**config.mk**
```make
export PLATFORM = sky130hd
export DESIGN_NAME = staged_wdog
export DESIGN_NICKNAME = d
export VERILOG_FILES = /design/src/rtl/stgwd_pkg.sv /design/src/rtl/stgwd_ctl_frame.sv /design/src/rtl/stgwd_rfr_frame.sv /design/src/rtl/stgwd_engine.sv /design/src/rtl/staged_wdog.sv
export SDC_FILE = /design/constraint.sdc
export NUM_CORES = 1
export LEC_CHECK = 0
export CAP_MARGIN = 30
export CORE_AREA = 2 2 153 155
export DETAILED_ROUTE_END_ITERATION = 12
export DIE_AREA = 0 0 155 157
export PLACE_DENSITY = 0.67
export SYNTH_ARGS = -nofsm -noshare
export SYNTH_HDL_FRONTEND = slang
export SYNTH_SLANG_ARGS = --single-unit
```
**constraint.sdc**
```tcl
create_clock -name clk -period 4.2 [get_ports clk]
set_input_delay 0.63 -clock clk [delete_from_list [all_inputs] [get_ports clk]]
set_output_delay 0.63 -clock clk [all_outputs]
set_load 0.02 [all_outputs]
```
**src/rtl/stgwd_pkg.sv**
```systemverilog
package stgwd_pkg;
   localparam int FRAME_AW = 12;

   localparam logic [FRAME_AW-1:0] OFS_CTRL_STAT = 12'h000;
   localparam logic [FRAME_AW-1:0] OFS_INTERVAL  = 12'h008;
   localparam logic [FRAME_AW-1:0] OFS_DUE_LO    = 12'h010;
   localparam logic [FRAME_AW-1:0] OFS_DUE_HI    = 12'h014;
   localparam logic [FRAME_AW-1:0] OFS_KICK      = 12'h000;
   localparam logic [FRAME_AW-1:0] OFS_IDENT     = 12'hFCC;

   typedef struct packed {
      logic stage2;
      logic stage1;
      logic enable;
   } wd_stat_t;
endpackage

```
**src/rtl/stgwd_ctl_frame.sv**
```systemverilog
module stgwd_ctl_frame
   import stgwd_pkg::*;
#(
   parameter int          ADDR_W  = 12,
   parameter int          DATA_W  = 32,
   parameter int          CNT_W   = 64,
   parameter int          OFS_W   = 32,
   parameter logic [31:0] IMPL_ID = 32'h5A17_0B01
) (
   input  logic              sel_i,
   input  logic              we_i,
   input  logic [ADDR_W-1:0] addr_i,
   input  wd_stat_t          stat_i,
   input  logic [OFS_W-1:0]  interval_i,
   input  logic [CNT_W-1:0]  due_i,
   output logic              stat_wr_o,
   output logic              interval_wr_o,
   output logic [DATA_W-1:0] rdata_o
);
   logic [DATA_W-1:0] due_lo, due_hi;
   logic              rd;

   assign due_lo = due_i[DATA_W-1:0];

   generate
      if (CNT_W > DATA_W) begin : g_wide_due
         assign due_hi = DATA_W'(due_i[CNT_W-1:DATA_W]);
      end else begin : g_narrow_due
         assign due_hi = '0;
      end
   endgenerate

   assign stat_wr_o     = sel_i & we_i & (addr_i == ADDR_W'(OFS_CTRL_STAT));
   assign interval_wr_o = sel_i & we_i & (addr_i == ADDR_W'(OFS_INTERVAL));
   assign rd            = sel_i & ~we_i;

   always_comb begin
      rdata_o = '0;
      if (rd) begin
         if (addr_i == ADDR_W'(OFS_CTRL_STAT))
            rdata_o = DATA_W'({stat_i.stage2, stat_i.stage1, stat_i.enable});
         else if (addr_i == ADDR_W'(OFS_INTERVAL))
            rdata_o = DATA_W'(interval_i);
         else if (addr_i == ADDR_W'(OFS_DUE_LO))
            rdata_o = due_lo;
         else if (addr_i == ADDR_W'(OFS_DUE_HI))
            rdata_o = due_hi;
         else if (addr_i == ADDR_W'(OFS_IDENT))
            rdata_o = DATA_W'(IMPL_ID);
      end
   end
endmodule

```
**src/rtl/stgwd_rfr_frame.sv**
```systemverilog
module stgwd_rfr_frame
   import stgwd_pkg::*;
#(
   parameter int          ADDR_W  = 12,
   parameter int          DATA_W  = 32,
   parameter logic [31:0] IMPL_ID = 32'h5A17_0B01
) (
   input  logic              sel_i,
   input  logic              we_i,
   input  logic [ADDR_W-1:0] addr_i,
   output logic              kick_o,
   output logic [DATA_W-1:0] rdata_o
);
   assign kick_o = sel_i & we_i & (addr_i == ADDR_W'(OFS_KICK));

   always_comb begin
      rdata_o = '0;
      if (sel_i && !we_i && addr_i == ADDR_W'(OFS_IDENT))
         rdata_o = DATA_W'(IMPL_ID);
   end
endmodule

```
**src/rtl/stgwd_engine.sv**
```systemverilog
module stgwd_engine
   import stgwd_pkg::*;
#(
   parameter int CNT_W = 64,
   parameter int OFS_W = 32
) (
   input  logic             clk,
   input  logic             rst_n,
   input  logic [CNT_W-1:0] count_i,
   input  logic             stat_wr_i,
   input  logic             en_wdata_i,
   input  logic             interval_wr_i,
   input  logic [OFS_W-1:0] interval_wdata_i,
   input  logic             kick_i,
   output wd_stat_t         stat_o,
   output logic [OFS_W-1:0] interval_o,
   output logic [CNT_W-1:0] due_o,
   output logic             irq_o,
   output logic             rst_req_o
);
   logic             en_q, s1_q, s2_q;
   logic [OFS_W-1:0] ivl_q, ivl_nx;
   logic [CNT_W-1:0] due_q, reload;
   logic             en_rise, en_fall, restart, hit;

   assign en_rise = stat_wr_i & en_wdata_i & ~en_q;
   assign en_fall = stat_wr_i & ~en_wdata_i;
   assign ivl_nx  = interval_wr_i ? interval_wdata_i : ivl_q;
   assign restart = kick_i | interval_wr_i | en_rise;
   assign reload  = count_i + CNT_W'(ivl_nx);
   assign hit     = en_q & (count_i >= due_q);

   always_ff @(posedge clk or negedge rst_n) begin
      if (!rst_n) begin
         en_q  <= 1'b0;
         s1_q  <= 1'b0;
         s2_q  <= 1'b0;
         ivl_q <= '0;
         due_q <= '0;
      end else begin
         ivl_q <= ivl_nx;
         if (stat_wr_i)
            en_q <= en_wdata_i;
         if (en_fall) begin
            s1_q <= 1'b0;
            s2_q <= 1'b0;
         end else if (restart) begin
            s1_q  <= 1'b0;
            s2_q  <= 1'b0;
            due_q <= reload;
         end else if (hit) begin
            if (!s1_q) begin
               s1_q  <= 1'b1;
               due_q <= reload;
            end else begin
               s2_q <= 1'b1;
            end
         end
      end
   end

   assign stat_o     = '{stage2: s2_q, stage1: s1_q, enable: en_q};
   assign interval_o = ivl_q;
   assign due_o      = due_q;
   assign irq_o      = en_q & s1_q;
   assign rst_req_o  = en_q & s2_q;
endmodule

```
**src/rtl/staged_wdog.sv**
```systemverilog
module staged_wdog
   import stgwd_pkg::*;
#(
   parameter int          ADDR_W  = 12,
   parameter int          DATA_W  = 32,
   parameter int          CNT_W   = 64,
   parameter int          OFS_W   = 32,
   parameter logic [31:0] IMPL_ID = 32'h5A17_0B01
) (
   input  logic              clk,
   input  logic              rst_n,
   input  logic [CNT_W-1:0]  sys_count,
   input  logic              ctl_sel,
   input  logic              ctl_we,
   input  logic [ADDR_W-1:0] ctl_addr,
   input  logic [DATA_W-1:0] ctl_wdata,
   output logic [DATA_W-1:0] ctl_rdata,
   input  logic              rfr_sel,
   input  logic              rfr_we,
   input  logic [ADDR_W-1:0] rfr_addr,
   input  logic [DATA_W-1:0] rfr_wdata,
   output logic [DATA_W-1:0] rfr_rdata,
   output logic              wd_irq,
   output logic              wd_rst_req
);
   generate
      if (ADDR_W < FRAME_AW)  begin : g_chk_aw  $error("ADDR_W must cover a 4 KiB frame"); end
      if (DATA_W < 32)        begin : g_chk_dw  $error("DATA_W must be at least 32"); end
      if (OFS_W > DATA_W)     begin : g_chk_ow  $error("OFS_W must fit in one data word"); end
      if (CNT_W < DATA_W || CNT_W > 2*DATA_W)
                              begin : g_chk_cw  $error("CNT_W must span one or two data words"); end
   endgenerate

   wd_stat_t         stat;
   logic [OFS_W-1:0] interval;
   logic [CNT_W-1:0] due;
   logic             stat_wr, interval_wr, kick;
   logic [DATA_W-1:0] rfr_unused;

   assign rfr_unused = rfr_wdata;

   stgwd_ctl_frame #(
      .ADDR_W(ADDR_W), .DATA_W(DATA_W), .CNT_W(CNT_W), .OFS_W(OFS_W), .IMPL_ID(IMPL_ID)
   ) u_ctl (
      .sel_i(ctl_sel), .we_i(ctl_we), .addr_i(ctl_addr),
      .stat_i(stat), .interval_i(interval), .due_i(due),
      .stat_wr_o(stat_wr), .interval_wr_o(interval_wr), .rdata_o(ctl_rdata)
   );

   stgwd_rfr_frame #(
      .ADDR_W(ADDR_W), .DATA_W(DATA_W), .IMPL_ID(IMPL_ID)
   ) u_rfr (
      .sel_i(rfr_sel), .we_i(rfr_we), .addr_i(rfr_addr),
      .kick_o(kick), .rdata_o(rfr_rdata)
   );

   stgwd_engine #(
      .CNT_W(CNT_W), .OFS_W(OFS_W)
   ) u_eng (
      .clk(clk), .rst_n(rst_n), .count_i(sys_count),
      .stat_wr_i(stat_wr), .en_wdata_i(ctl_wdata[0]),
      .interval_wr_i(interval_wr), .interval_wdata_i(ctl_wdata[OFS_W-1:0]),
      .kick_i(kick),
      .stat_o(stat), .interval_o(interval), .due_o(due),
      .irq_o(wd_irq), .rst_req_o(wd_rst_req)
   );
endmodule

```
Yosys cells after proc, flatten, opt, wreduce, memory -nomap -nowiden. Index checks and enable logic that the tools add are counted.

Input bits: 158. Logic and storage cells: 59. Bits in registers: 99. Output and inout bits: 66.

$lt $le $gt $ge: 1. Eq/ne operators: 6. $add $sub $neg: 1. Mux-type cells: 18. Reduce and logical (&&, ||, !) cells: 10. Bitwise gates (word level): 18.

Operator list (count): 32-bit 2-to-1 mux (6); 64-bit 2-to-1 mux (3); 64-bit by 32-bit adder with 64-bit output (1); 64-bit greater-or-equal comparator (1); 31-bit 2-to-1 mux (2); 12-bit equality test, second input constant (2); 12-bit by 5-bit equality test with 1-bit output, second input constant (2); 12-bit zero test (2); 1-bit AND (12); 12-bit by 4-bit equality test with 1-bit output, second input constant (1); 1-bit 2-to-1 mux (7); 3-bit nonzero test (2); 1-bit NOT (4); 3-bit AND reduction (1); 1-bit logical AND (2); 2-bit != test, second input constant (1); 1-bit bitwise OR (2); 2-bit AND reduction (1); 2-bit nonzero test (1); 1-bit zero test (1).

Longest topological paths before layout.
Depth in word-level cells: 7. Gate-level depth with buffers: 21. Depth with buffers taken out: 19.

Hierarchy. From an unflattened synthesis, not the netlist that was laid out.

Cells, all modules: 1091. Area total of the unflattened synthesis: 9267.6 sq um.

Modules (own cells, without submodules): stgwd_engine (area each 7724.9 sq um, times used 1, seq. area each 2477.4 sq um, cells an instance 887); stgwd_ctl_frame (area each 1237.4 sq um, times used 1, seq. area each 0.0 sq um, cells an instance 163); stgwd_rfr_frame (area each 305.3 sq um, times used 1, seq. area each 0.0 sq um, cells an instance 41).

Worst setup path after synthesis. Ideal clock, no wire load.

Kind: input to register. Start: input ctl_addr[9]. End: register u_eng.due_q[52] (netlist: u_eng.due_o[52]). Slack: -0.579 ns. Library setup time: 0.126 ns. Cell stages on the path: 21. Buffers on the path: 2. Data arrival time: 4.653 ns. Data required time: 4.074 ns. Path through: nor4_2 -> nand2_1 -> or4_4 -> inv_2 -> and2_1 -> nand3_1 -> buf_2 -> mux2_2 -> ha_1 -> inv_1 -> fa_1 -> nand2b_1 -> a21o_1 -> a31oi_2 -> a31oi_2 -> o21ai_4 -> a31oi_2 -> buf_2 -> nor4_1 -> xnor2_1 -> mux2i_1.

Word-level cells in the longest chain between the ends: 7. Elaborated cells on any way between the ends: 18. Those cells by class: 1 x add/sub; 2 x eq/ne; 4 x mux; 8 x bitwise; 3 x reduce/logical.

RTL lines: start: declaration (RTL line staged_wdog.sv:15) `input logic [ADDR_W-1:0] ctl_addr,`; 12-bit by 4-bit equality test with 1-bit output (*) (RTL line stgwd_ctl_frame.sv:34) `assign interval_wr_o = sel_i & we_i & (addr_i == ADDR_W'(OFS_INTERVAL));`; 1-bit AND (*) (RTL line stgwd_ctl_frame.sv:34); 32-bit 2-to-1 mux (*) (RTL line stgwd_engine.sv:28) `assign ivl_nx = interval_wr_i ? interval_wdata_i : ivl_q;`; named net u_eng.ivl_nx[0] (RTL line stgwd_engine.sv:22) `logic [OFS_W-1:0] ivl_q, ivl_nx;`; 64-bit by 32-bit adder with 64-bit output (*) (RTL line stgwd_engine.sv:30) `assign reload = count_i + CNT_W'(ivl_nx);`; 64-bit 2-to-1 mux (RTL line stgwd_engine.sv:52) `if (!s1_q) begin`; 64-bit 2-to-1 mux (RTL line stgwd_engine.sv:51) `end else if (hit) begin`; 64-bit 2-to-1 mux (*) (RTL line stgwd_engine.sv:47) `end else if (restart) begin`; end signal: assignment (RTL line stgwd_engine.sv:50) `due_q <= reload;`; end signal: assignment (RTL line stgwd_engine.sv:54) `due_q <= reload;`; end: declaration (RTL line stgwd_engine.sv:23) `logic [CNT_W-1:0] due_q, reload;`.

The timed path passes the listed nets; every way through them passes the cells marked *. The select of a mux whose other input is x is not followed. A chain may end at the register's enable or synchronous reset.

Final worst setup path.
Start: input ctl_addr[1]. End: register u_eng.due_q[58] (netlist: u_eng.due_o[58]).

The elaborated chain is that of the path after synthesis.

==> flow_summary.json <==
{
  "portBuffers": 171,
  "clkTransAtPathRegs_ps": 80,
  "ys.warnings.count": 0,
  "die_h_um": 157,
  "finalSetupViolCount": 6,
  "crit_chain": "clkdlybuf4s15_1 -> or2_4 -> or4_4 -> inv_2 -> and2_4 -> nand3_4 -> mux2_4 -> ha_4 -> inv_2 -> fa_2 -> nand2b_4 -> a21o_1 -> a31oi_4 -> a31oi_4 -> o21ai_4 -> a31oi_4 -> buf_6 -> nor4b_4 -> buf_4 -> xnor2_2 -> mux2i_1",
  "fp-row-count": 55,
  "grt_pass1_vias": 8869,
  "synth_edf_count": 0,
  "crit_arrival_ps": 4570,
  "rr_worst_depth": 13,
  "critPathMaxFanout": 5,
  "ios": 224,
  "avgRoutedWirePerCell_um": 19.9,
  "die_w_um": 155,
  "numCtsBuffers": 9,
  "pre_cts_ws_ps": -826,
  "ant_nets": 0,
  "leakagePower_nw": 6.24,
  "finalWeightedCongestion": 0.951,
  "seq_area_frac_synth_pct": 27.6,
  "cts_hold_buf": 0,
  "cp-end-kind": "flop",
  "grtUsageTotal_pct": 25.6,
  "tightestPinTransition_ps": 583,
  "min_period_over_period_pct": 103,
  "status": "finished, violations left",
  "dr.pass1.iters": 5,
  "fin_skew_ps": 9.66,
  "drc": 0,
  "cpPeakStageDelay_ps": 490,
  "utilization_pct": 59.1,
  "max_freq_ghz": 0.231,
  "fin_ws_ps": -121,
  "nets": 1550,
  "hold_path.class": "input port to async pin",
  "drt-total-wl_um": 31500,
  "htree_levels": 3,
  "antenna_found_initial": 0,
  "ys_ff_latch": 99,
  "grt_max_degree": 39,
  "slew_headroom_pct": 60.8,
  "drive_above_1_share_pct": 25.9,
  "synth_cell_types": 71,
  "power_w": 0.00229,
  "power_density_nw_per_um2": 172,
  "post-route-min-period_ps": 4320,
  "finalHoldViolations": 0,
  "ys_async_sr_fraction_pct": 100,
  "grt_setup_unrepaired": "true",
  "cts_tree": "built",
  "cts_root_buffer": "clkbuf_16",
  "vias_per_cell": 5.44,
  "violations": "setup timing",
  "post-dp-hpwl_um": 23900,
  "drv_slew": 0,
  "crit_path_start_kind": "input port",
  "cap_violations": 0,
  "cts_max_path_buffers": 2,
  "via_count": 8618,
  "rr_endpoint": "u_eng.due_o[29]",
  "postSynthAreaPerCell_um2": 8.93,
  "netlist_area_um2": 8970,
  "n_antenna_cell": 0,
  "first_iter_violations": 487,
  "grt_pass1_wl_um": 48200,
  "rrSetupSlack_ps": 1030,
  "worstPathRequired_ps": 4450,
  "synthToLayoutAreaGrowth_pct": 48.3,
  "coreArea_um2": 22500,
  "synth_flop_cell": "dfrtp_1",
  "worstSetupPathType": "input port to flop",
  "worstSkewPairLatency_ps": 360,
  "cts.sinks": 99,
  "initial_utilization_pct": 39.9,
  "critPathSlowestCell": "or4_4",
  "die-area_um2": 24300,
  "cp_common_cell": "a31oi_4",
  "synthCells": 1004,
  "overflow": 0,
  "cp-startpoint": "ctl_addr[1]",
  "vdd_ir_drop_max_mv": 0.195,
  "worstReg2RegStart": "u_eng.due_o[30]"
}
placed cells by master, fill, tap and decap left out, types with 6 or more instances in the layout:
master	instances
a21o_1	32
a21oi_1	59
a21oi_2	10
a31oi_1	15
a31oi_4	6
and2_1	7
buf_12	12
buf_4	141
buf_6	8
clkbuf_16	9
clkdlybuf4s50_1	157
conb_1	20
dfrtp_1	99
ha_1	70
ha_4	27
inv_1	81
mux2_1	10
mux2_2	22
mux2i_1	82
nand2_1	68
nand3_1	13
nand4_1	26
nor2_1	59
nor2_2	6
nor4_4	11
o211ai_1	7
o21ai_0	34
o21ai_1	7
o21ai_2	6
xnor2_1	44
xor2_1	15
synth_stat cells, drive strengths merged (3+ instances only):
cell / n / area [um2]
dfrtp: 99 / 2480
ha: 97 / 1210
inv: 84 / 315
mux2i: 82 / 821
a21oi: 70 / 354
nand2: 69 / 259
nor2: 66 / 255
o21ai: 48 / 255
buf: 47 / 383
xnor2: 46 / 403
mux2: 37 / 417
a21o: 32 / 240
nand4: 26 / 163
clkbuf: 25 / 93.8
a31oi: 24 / 169
nand3: 17 / 108
xor2: 16 / 140
nor4: 15 / 113
nor3: 13 / 70.1
and2: 9 / 56.3
o211ai: 7 / 52.6
o21a: 6 / 46.3
nor2b: 5 / 31.3
nor4b: 5 / 43.8
o21bai: 5 / 37.5
or2: 5 / 31.3
or4: 5 / 45.0
and4: 4 / 35.0
o22ai: 4 / 25.0
o31ai: 4 / 35.0
a221o: 3 / 30.0
nand2b: 3 / 18.8
nor3b: 3 / 22.5
or3: 3 / 23.8
per-layer routing:
metal	routed length [um]	GRT usage, %	up-vias
li1	-	-	4104
met1	14100	33.7	4203
met2	14700	41.9	243
met3	1310	4.38	68
met4	1290	10.2	0
met5	0	0	-
registers in the layout (all words and copies together) (netlist names):
register	cells
u_eng.s1_q	1
u_eng.interval_o	32
u_eng.en_q	1
u_eng.s2_q	1
u_eng.due_o	64
metrics by stage:
step	instance area, um2	hold slack [ps]	std cells	TNS [ps]
after floorplan	9330	334	1023	-1120
after CTS	12900	260	1573	-764
final	13300	233	1584	-304
after global routing	13300	273	1584	-4130
after detailed placement	12100	512	1545	-35470
after global placement	12100	502	1545	-32430
where the power goes:
| group | switching [W] | internal, W |
|---|---|---|
| clock | 0.000398 | 0.000477 |
| sequential | 0.00000360 | 0.000957 |
| combinational | 0.000228 | 0.000227 |
| total | 0.000630 | 0.00166 |
logic make-up (layout without fill, tap and decap cells):
group,count (synthesis),after routing,share of synthesized area [%]
flip-flops,99,99,27.6
AO/OA/AOI/OAI,216,217,15.2
multiplexers,119,119,13.8
XOR/XNOR,62,62,6.05
AND/OR/NAND/NOR,253,253,14.7
other,1,20,0.0418
adder cells (fa/ha/maj),98,98,13.8
buffers and inverters,156,431,8.83
worst max-delay path by stage:
stage | depth (start not counted) | slack [ps] | end
final | 21 | -120 | u_eng.due_o[58]
after global routing | 22 | -290 | u_eng.due_o[58]
after CTS | 22 | -160 | u_eng.due_o[60]
after detailed placement | 20 | -830 | u_eng.due_o[57]
after global placement | 20 | -800 | u_eng.due_o[57]
after floorplan | 21 | -100 | u_eng.due_o[40]
cell type report:
class	instances	area (um2)
Clock buffer	11	243
Clock inverter	5	52.6
Fill cell	1922	9210
Inverter	84	315
Multi-Input combinational cell	769	6750
Sequential cell	99	2480
Tap cell	285	357
Timing Repair Buffer	331	3100
what timing repair did:
item | 4_1_cts | 5_1_grt
gates cloned | 3 | 0
setup endpoints to repair | 51 | 46
pin swaps | 21 | 34
buffers inserted | 9 | 12
gates resized for setup | 88 | 74
critical path: cells and delay by family:
kind	cells	cell delay (ps)
AND/OR/NAND/NOR	6	1470
multiplexers	2	340
XOR/XNOR	1	100
buffers and inverters	5	600
adder cells (fa/ha/maj)	2	500
AO/OA/AOI/OAI	5	920
(Power assumes the default switching activity.)
